==> config.mk <==
export PLATFORM = sky130hd
export DESIGN_NAME = drv_fault_qual
export DESIGN_NICKNAME = d
export VERILOG_FILES = /design/src/rtl/drv_fault_pkg.sv /design/src/rtl/drv_tick_gen.sv /design/src/rtl/drv_persist.sv /design/src/rtl/drv_status_latch.sv /design/src/rtl/drv_fault_qual.sv
export SDC_FILE = /design/constraint.sdc
export NUM_CORES = 1
export LEC_CHECK = 0
export ABC_AREA = 1
export BUFFER_PORTS_ARGS = -buffer_cell sky130_fd_sc_hd__buf_2
export CAP_MARGIN = 10
export CORE_MARGIN = 10
export CORE_UTILIZATION = 52
export CTS_BUF_LIST = sky130_fd_sc_hd__clkbuf_16
export CTS_CLUSTER_SIZE = 28
export DETAILED_ROUTE_END_ITERATION = 16
export GPL_TIMING_DRIVEN = 0
export PLACE_DENSITY = 0.83
export SLEW_MARGIN = 5
export SYNTH_ARGS = -nofsm -noshare
export SYNTH_HDL_FRONTEND = slang
export SYNTH_SLANG_ARGS = --single-unit
==> constraint.sdc <==
create_clock -name clk -period 1.5 [get_ports clk]
set_input_delay 0 -clock clk [delete_from_list [all_inputs] [get_ports clk]]
set_output_delay 0 -clock clk [all_outputs]
set_load 0.01 [all_outputs]
==> src/rtl/drv_fault_pkg.sv <==
package drv_fault_pkg;
  // zero bits between the over-voltage bit and the channel bits of the status word
  localparam int unsigned PAD_W = 6;
  localparam int unsigned HDR_W = PAD_W + 2;

  typedef enum logic [1:0] {
    SRC_OPEN  = 2'd0,
    SRC_SHORT = 2'd1,
    SRC_HOT   = 2'd2
  } fault_src_e;
endpackage

==> src/rtl/drv_tick_gen.sv <==
module drv_tick_gen #(
  parameter int unsigned CLK_PER_TICK = 3
) (
  input  logic clk,
  input  logic rst,
  output logic tick
);
  generate
    if (CLK_PER_TICK <= 1) begin : g_every
      assign tick = 1'b1;
    end else begin : g_div
      localparam int unsigned CW = $clog2(CLK_PER_TICK);
      localparam logic [CW-1:0] LAST = CW'(CLK_PER_TICK - 1);
      logic [CW-1:0] cnt;
      always_ff @(posedge clk) begin
        if (rst)              cnt <= '0;
        else if (cnt == LAST) cnt <= '0;
        else                  cnt <= cnt + 1'b1;
      end
      assign tick = (cnt == LAST);
    end
  endgenerate
endmodule

==> src/rtl/drv_persist.sv <==
module drv_persist #(
  parameter int unsigned DELAY_TICKS = 300
) (
  input  logic clk,
  input  logic rst,
  input  logic tick,
  input  logic restart,
  input  logic cond,
  output logic qual
);
  localparam int unsigned CW = $clog2(DELAY_TICKS + 1);
  localparam logic [CW-1:0] FULL = CW'(DELAY_TICKS);

  logic [CW-1:0] cnt;

  always_ff @(posedge clk) begin
    if (rst || restart || !cond) cnt <= '0;
    else if (tick && cnt != FULL) cnt <= cnt + 1'b1;
  end

  assign qual = cond && (cnt == FULL);
endmodule

==> src/rtl/drv_status_latch.sv <==
module drv_status_latch
  import drv_fault_pkg::*;
#(
  parameter int unsigned NCH = 16,
  localparam int unsigned FW = NCH + HDR_W
) (
  input  logic           clk,
  input  logic           rst,
  input  logic           cs_rise,
  input  logic           cs_fall,
  input  logic [NCH-1:0] qual,
  input  logic           ov_in,
  output logic [NCH-1:0] fault_q,
  output logic           ov_q,
  output logic           any_q,
  output logic [FW-1:0]  snap_word
);
  logic [NCH-1:0] fault_nx;
  logic           ov_nx;

  // clear drops only what was held; anything qualifying now survives it
  always_comb begin
    fault_nx = (cs_rise ? '0 : fault_q) | qual;
    ov_nx    = (cs_rise ? 1'b0 : ov_q) | ov_in;
  end

  always_ff @(posedge clk) begin
    if (rst) begin
      fault_q   <= '0;
      ov_q      <= 1'b0;
      any_q     <= 1'b0;
      snap_word <= '0;
    end else begin
      fault_q <= fault_nx;
      ov_q    <= ov_nx;
      any_q   <= (|fault_nx) | ov_nx;
      if (cs_fall) snap_word <= {any_q, ov_q, {PAD_W{1'b0}}, fault_q};
    end
  end
endmodule

==> src/rtl/drv_fault_qual.sv <==
module drv_fault_qual
  import drv_fault_pkg::*;
#(
  parameter int unsigned NCH          = 16,
  parameter int unsigned CLK_PER_TICK = 100,
  parameter int unsigned DELAY_TICKS  = 300,
  localparam int unsigned FW = NCH + HDR_W
) (
  input  logic           clk,
  input  logic           rst,
  input  logic           cs_rise,
  input  logic           cs_fall,
  input  logic [NCH-1:0] gate_on,
  input  logic [NCH-1:0] ol_en,
  input  logic [NCH-1:0] ol_raw,
  input  logic [NCH-1:0] short_raw,
  input  logic [NCH-1:0] otemp_raw,
  input  logic           ovolt_raw,
  output logic [NCH-1:0] fault_q,
  output logic           ov_q,
  output logic           any_q,
  output logic [FW-1:0]  snap_word
);
  logic           tick;
  logic [NCH-1:0] cond;
  logic [NCH-1:0] qual;

  drv_tick_gen #(.CLK_PER_TICK(CLK_PER_TICK)) u_tick (
    .clk(clk), .rst(rst), .tick(tick)
  );

  generate
    for (genvar i = 0; i < NCH; i++) begin : g_ch
      // open load counts only when off and test current on; short only when on
      assign cond[i] = otemp_raw[i]
                     | (gate_on[i] & short_raw[i])
                     | (~gate_on[i] & ol_en[i] & ol_raw[i]);
      drv_persist #(.DELAY_TICKS(DELAY_TICKS)) u_persist (
        .clk(clk), .rst(rst), .tick(tick), .restart(cs_rise),
        .cond(cond[i]), .qual(qual[i])
      );
    end
  endgenerate

  drv_status_latch #(.NCH(NCH)) u_latch (
    .clk(clk), .rst(rst), .cs_rise(cs_rise), .cs_fall(cs_fall),
    .qual(qual), .ov_in(ovolt_raw),
    .fault_q(fault_q), .ov_q(ov_q), .any_q(any_q), .snap_word(snap_word)
  );
endmodule

==> flow_metrics.tcl, run 1 <==
set metrics [dict create \
    status "complete, but fails checks" \
    violations "setup timing" \
    p_leak_nw 5.13 \
    grt_overflow 0 \
    endpoint_kind "register" \
    fillers 1122 \
    path_clk_slew_ps 70 \
    dr_wl_met3_um 2010 \
    slew_viol_final 0 \
    viasPerCell 5.57 \
    crit_top_cell "nor2_4" \
    htreeDepth 4 \
    drv_cap 0 \
    min_path_type "in2reg" \
    netlist_instances 1299 \
    drtIter0Drc 758 \
    critical_path.slowest_cell "dfxtp_4" \
    fin_hold_ws_ps 19.9 \
    setup_viol 127 \
    worstPathRequired_ps 1830 \
    fin_crit_ps 1750 \
    wire_per_inst_um 16.3 \
    die_w_um 153 \
    synthArstFlopShare 0 \
    worstSetupStartpointType "register" \
    m1WireLength_um 11100 \
    synth_edf_count 0 \
    tightest_slew_ps 636 \
    first_global_vias 9017 \
    antenna_found_initial 0 \
    synth_top_area_cell "dfxtp_1" \
    cts_tree "done" \
    synth_top_area_share 0.405 \
    wl_met2_um 14500 \
    die_area_um2 23500 \
    port_buffers 120 \
    max-vdd-ir-drop_v 0.000907 \
    instances_no_fill 1759 \
    worst_path_largest_cell_delay_ps 380 \
    pre_cts_ws_ps -805 \
    ys_seq_area_frac 0.405 \
    grt_util_all_layers 0.202 \
    io-pin-count 127 \
    hold_violations 0 \
    routed.top_layer "met4" \
    synth_cell_types 34 \
    cts_sinks 187 \
    cts_max_path_buffers 2 \
    cts_inserted_buffers 17 \
    coreArea_um2 17400 \
    row_count 48 \
    area_delta_synth_final_pct 37.1 \
    dp_hpwl_um 16600 \
    cts_root_buf "clkbuf_16" \
    vias 9801 \
    die_y_um 153 \
    clock_latency_ps 430 \
    synth_most_common_cell "nand2_1" \
    numPlacedInstances 1649 \
    fmax_mhz 572 \
    worst_slew_margin_rel 0.576 \
    crit_arrival_ps 2080 \
    antenna_left 0 \
    skew_ps 6.84 \
    syn_area_per_cell_um2 7.12 \
    synth_ff_type "dfxtp_1" \
    gp_congestion 0.912 \
    ys_ff_latch 187 \
    timing.critical_path.cells "inv_2, ha_1, nand2_1, inv_2, nand2_2, nor2_4, nor2_4, clkinv_4, nor2_4, nand4_1, nand2_1, a21oi_1" \
    worst_slack_ps -249 \
    finish.net_count 1639 \
    area.sequential_um2 3770 \
    grt_start_max_net_pins 17 \
    crit_type "reg2reg" \
    multi_input_area_um2 5740 \
    synth_area_leaders "dfxtp_1 (40%), nand2_1 (11%), a21oi_1 (8.1%)" \
    start_util 0.533 \
    grt_pass1_wl_um 40900 \
    firstDrtPassIters 5 \
    syn_area_um2 9250 \
    drt_wl_total_um 28700 \
    cp_max_fo 6 \
    period_share 1.17 \
    rsz0062_at_grt "yes" \
    power_density_nw_per_um2 837 \
    drive_gt1_frac 0.310 \
    insertedDiodeCount 0 \
    drc 0 \
    yosysWarnings 0 \
    synth.top_cells.by_count "nand2_1 (259), dfxtp_1 (187), inv_1 (162)" \
]
## stage by stage
| step | utilization | instance area, um^2 | TNS (ps) | total power, mW |
|---|---|---|---|---|
| detailed placement | 0.590 | 10200 | -71040 | 5.59 |
| finish | 0.731 | 12700 | -13200 | 10.6 |
| floorplan | - | 9360 | -275 | 5.37 |
| global route | 0.731 | 12700 | -18910 | 10.9 |
| global placement | 0.590 | 10200 | -65720 | 5.58 |
| CTS | 0.679 | 11800 | -3200 | 10.6 |
## cell families (layout without fill, tap and decap cells)
group	after synthesis	after routing	synth area share
buffers and inverters	194	424	0.0819
AOI/OAI and AO/OA	243	243	0.133
DFF	187	187	0.405
adders and majority gates	33	33	0.0446
xor gates and xnor gates	41	41	0.0388
other	1	6	0.000405
and+or+nand+nor	600	600	0.297
## worst max-delay path, delay by kind of cell (launching register included)
family	cells	cell delay [ps]
compound gates	1	50
fa+ha+maj	1	210
buf+inv	3	240
flops	1	380
simple gates	7	750
## state kept, by name, indices dropped and copies added, names as in the netlist
| name | count |
|---|---|
| g_ch.u_persist.cnt | 144 |
| u_latch.snap_word | 18 |
| u_latch.fault_q | 16 |
| u_tick.g_div.cnt | 7 |
| u_latch.any_q | 1 |
| u_latch.ov_q | 1 |
## where the power goes
part	switching (mW)	total [mW]	internal [mW]
Combinational	0.324	0.547	0.223
Clock	1.94	5.04	3.10
Sequential	0.0265	5.02	5.00
## routing by layer
metal  vias to the layer above  track usage
li1                       4684            -
met1                      4590        0.231
met2                       416        0.354
met3                       111       0.0544
met4                         0       0.0747
met5                         -            0
## area by class of cell
cell class | instances | area share
flip-flops and latches | 187 | 0.297
well taps | 225 | 0.0222
repair inverters | 1 | 0.000592
clock inverters | 15 | 0.0180
repair buffers | 197 | 0.111
inverters | 178 | 0.0560
plain buffers | 16 | 0.00878
multi-input cells | 923 | 0.453
clock buffers | 17 | 0.0335
## placed cells by master, fill, tap and decap left out, types with 3 or more instances in the layout
cell	count
a21oi_2	31
xnor2_1	21
o21ai_1	22
dfxtp_1	167
inv_2	6
clkbuf_1	7
clkbuf_16	18
inv_1	158
dlygate4sd3_1	12
nand3b_1	25
nand2_2	31
nor2_4	36
nor3_1	22
buf_4	29
nand4_1	37
nand2_1	211
inv_4	13
o21ai_2	37
nor2_2	15
dfxtp_2	19
o21a_1	3
xnor2_2	3
buf_2	120
nand3_1	48
and3_1	5
ha_1	31
nor3_4	9
clkinv_2	4
a21oi_1	118
nor3b_2	4
o21ai_0	28
xor2_1	17
buf_6	39
nor3_2	15
bufinv_16	6
conb_1	6
nand2_4	18
nor2_1	114
## path summary, 6_finish.rpt
path / depth (start not counted) / to / slack, ps / start
hold / removal: 5 / u_latch.fault_q[3] / 20 / otemp_raw[3]
setup reg to reg: 12 / g_ch[11].u_persist.cnt[8] / -250 / g_ch[11].u_persist.cnt[0]
setup / recovery: 12 / g_ch[11].u_persist.cnt[8] / -250 / g_ch[11].u_persist.cnt[0]
hold reg to reg: 2 / g_ch[10].u_persist.cnt[8] / 460 / g_ch[10].u_persist.cnt[8]
## repair_timing
action / CTS / global route
hold buffers: 12 / 0
resized for setup: 162 / 210
gates cloned: 1 / 2
buffers inserted: 39 / 26
endpoints found under the hold margin: 6 / 0
pin swaps: 33 / 68
endpoints found under the setup margin: 152 / 139
(Power assumes the default switching activity.)
==> run 2, diff against run 1 <==
==> constraint.sdc (replaced) <==
create_clock -name clk -period 1.5 [get_ports clk]
set_input_delay 0.375 -clock clk [delete_from_list [all_inputs] [get_ports clk]]
set_output_delay 0.375 -clock clk [all_outputs]
set_load 0.01 [all_outputs]
==> flow_metrics.tcl, run 2 (same netlist as run 1, synthesis figures left out) <==
set metrics [dict create \
    status "complete, but fails checks" \
    violations "setup timing" \
    antenna_left 0 \
    endpoint_kind "register" \
    largest_reg_flops 144 \
    setup_viol 124 \
    wire_per_inst_um 17.2 \
    vias 10100 \
    drive_gt1_frac 0.357 \
    power.switching_mw 2.32 \
    rsz0062_at_grt "yes" \
    regMostFlops "g_ch.u_persist.cnt" \
    start_util 0.533 \
    slew_viol_final 0 \
    worst_slew_margin_rel 0.577 \
    layout_common_cells "nand2_1 (200), dfxtp_1 (155), inv_1 (138)" \
    rr_endpoint "g_ch[11].u_persist.cnt[8]" \
    fin_util 0.738 \
    layout_commonest_cell "nand2_1" \
    pre_cts_ws_ps -1180 \
    port_buffers 120 \
    cts_inserted_buffers 17 \
    firstDrtPassIters 5 \
    io-pin-count 127 \
    power_density_nw_per_um2 829 \
    crit_type "reg2reg" \
    swShare 0.218 \
    reg2regPathDepth 11 \
    antenna_found_initial 0 \
    worstPathRequired_ps 1820 \
    clock_latency_ps 440 \
    crit_top_cell "nor2_4" \
    grt_overflow 0 \
    drc 0 \
    gp_congestion 0.912 \
    path_clk_slew_ps 70 \
    tightest_slew_ps 635 \
    worst-r2r-setup-slack_ps -240 \
    first_global_vias 9045 \
    drt_wl_total_um 30300 \
    period_share 1.16 \
    cp_num_cells 11 \
    timing.critical_path.cells "inv_2, nor2_4, nand4_4, buf_6, buf_12, nor2_4, clkinv_4, nor2_4, nand4_1, nand2_1, a21oi_1" \
    finish.net_count 1644 \
    max-vdd-ir-drop_v 0.000907 \
    htreeDepth 4 \
    row_count 48 \
    die_y_um 153 \
    die_area_um2 23500 \
    min_path_type "in2reg" \
    hold_violations 0 \
    power_frac_comb 0.050 \
    worstSetupStartpointType "register" \
    dp_hpwl_um 16600 \
    skew_ps 9.61 \
    insertedDiodeCount 0 \
    crit_arrival_ps 2060 \
    largest_registers "g_ch.u_persist.cnt: 144 flops, u_latch.snap_word: 18 flops, u_latch.fault_q: 16 flops" \
    place_area_um2 10200 \
    fmax_mhz 576 \
    critical-path-top-delay-family "simple AND/OR/NAND/NOR gates" \
    critical_path.slowest_cell "dfxtp_2" \
    drtIter0Drc 836 \
    drv_cap 0 \
    viasPerCell 5.70 \
    coreArea_um2 17400 \
    power.internal_mw 8.30 \
    fin_crit_ps 1740 \
    grt_util_all_layers 0.204 \
    area_delta_synth_final_pct 38.5 \
    worst_slack_ps -237 \
    path_buf_inv 4 \
    cts_root_buf "clkbuf_16" \
    tns_ps -10270 \
    grt_start_max_net_pins 17 \
    fin_hold_ws_ps 196 \
    p_leak_nw 5.11 \
    clock_power_share 0.477 \
    cts_sinks 187 \
    fillers 1102 \
    cp-startpoint "u_tick.g_div.cnt[5]" \
    cp_max_fo 7 \
    cts_max_path_buffers 2 \
    cts_tree "done" \
    die_w_um 153 \
    p_seq_frac 0.473 \
    stdcell_area_um2 12800 \
    worst_path_largest_cell_delay_ps 370 \
    grt_pass1_wl_um 41100 \
    r2r-start "u_tick.g_div.cnt[5]" \
    cp-endpoint "g_ch[11].u_persist.cnt[8]" \
    hold_depth 3 \
]
-- run 2: cell types whose count changed in the layout (fill, tap and decap cells not counted), sizes merged --
cell         previous run  this run
clkinv                  7         8
inv                   179       178
dlygate4sd3            12         0
clkbuf                 26        24
buf                   192       211
-- run 2: area by class of cell --
| class | count | area (um^2) | share of cell area |
|---|---|---|---|
| multi-input combinational | 923 | 5880 | 0.459 |
| sequential | 187 | 3790 | 0.295 |
| timing repair buffer | 202 | 1380 | 0.108 |
| inverter | 178 | 716 | 0.0558 |
| clock buffer | 17 | 425 | 0.0332 |
| tap | 225 | 282 | 0.0220 |
| clock inverter | 15 | 228 | 0.0178 |
| buffer | 16 | 115 | 0.00898 |
| timing repair inverter | 1 | 7.51 | 0.000586 |
-- run 2: worst min-delay path by stage --
stage,startpoint,to,slack [ps]
floorplan,u_tick.g_div.cnt[0],u_tick.g_div.cnt[0],420
global placement,u_tick.g_div.cnt[0],u_tick.g_div.cnt[0],430
detailed placement,u_tick.g_div.cnt[0],u_tick.g_div.cnt[0],430
CTS,ovolt_raw,u_latch.ov_q,190
global route,ovolt_raw,u_latch.ov_q,220
finish,ovolt_raw,u_latch.ov_q,200
-- run 2: routing by layer --
layer / vias up / global-route usage / share of wire / routed length, um
li1: 4698 / - / - / -
met1: 4753 / 0.236 / 0.38 / 11400
met2: 492 / 0.353 / 0.51 / 15300
met3: 117 / 0.0485 / 0.070 / 2120
met4: 0 / 0.0855 / 0.047 / 1430
met5: - / 0 / 0 / 0
-- run 2: per-stage QoR --
step	power [mW]	std cells
final	10.6	1764
after global routing	10.9	1764
after CTS	10.5	1725
after detailed placement	5.59	1649
after global placement	5.58	1649
after floorplan	5.37	1304
-- run 2: power groups by stage --
stage	registers (mW)	clock network (mW)	logic (mW)
final	5.02	5.06	0.534
after global routing	5.02	5.30	0.581
after CTS	5.02	5.04	0.476
after detailed placement	5.14	0	0.458
after global placement	5.14	0	0.447
after floorplan	5.14	0	0.223
-- run 2: worst min-delay path, cell delays in order --
cell     delay [ps]
buf_2           100
a21oi_1          50
nor2_1           70
-- run 2: what timing repair did --
action | 4_1_cts | 5_1_grt
pin swaps | 42 | 85
hold buffers | 0 | 0
buffers inserted | 42 | 40
gates cloned | 2 | 0
gates resized for setup | 165 | 281
setup endpoints to repair | 152 | 143
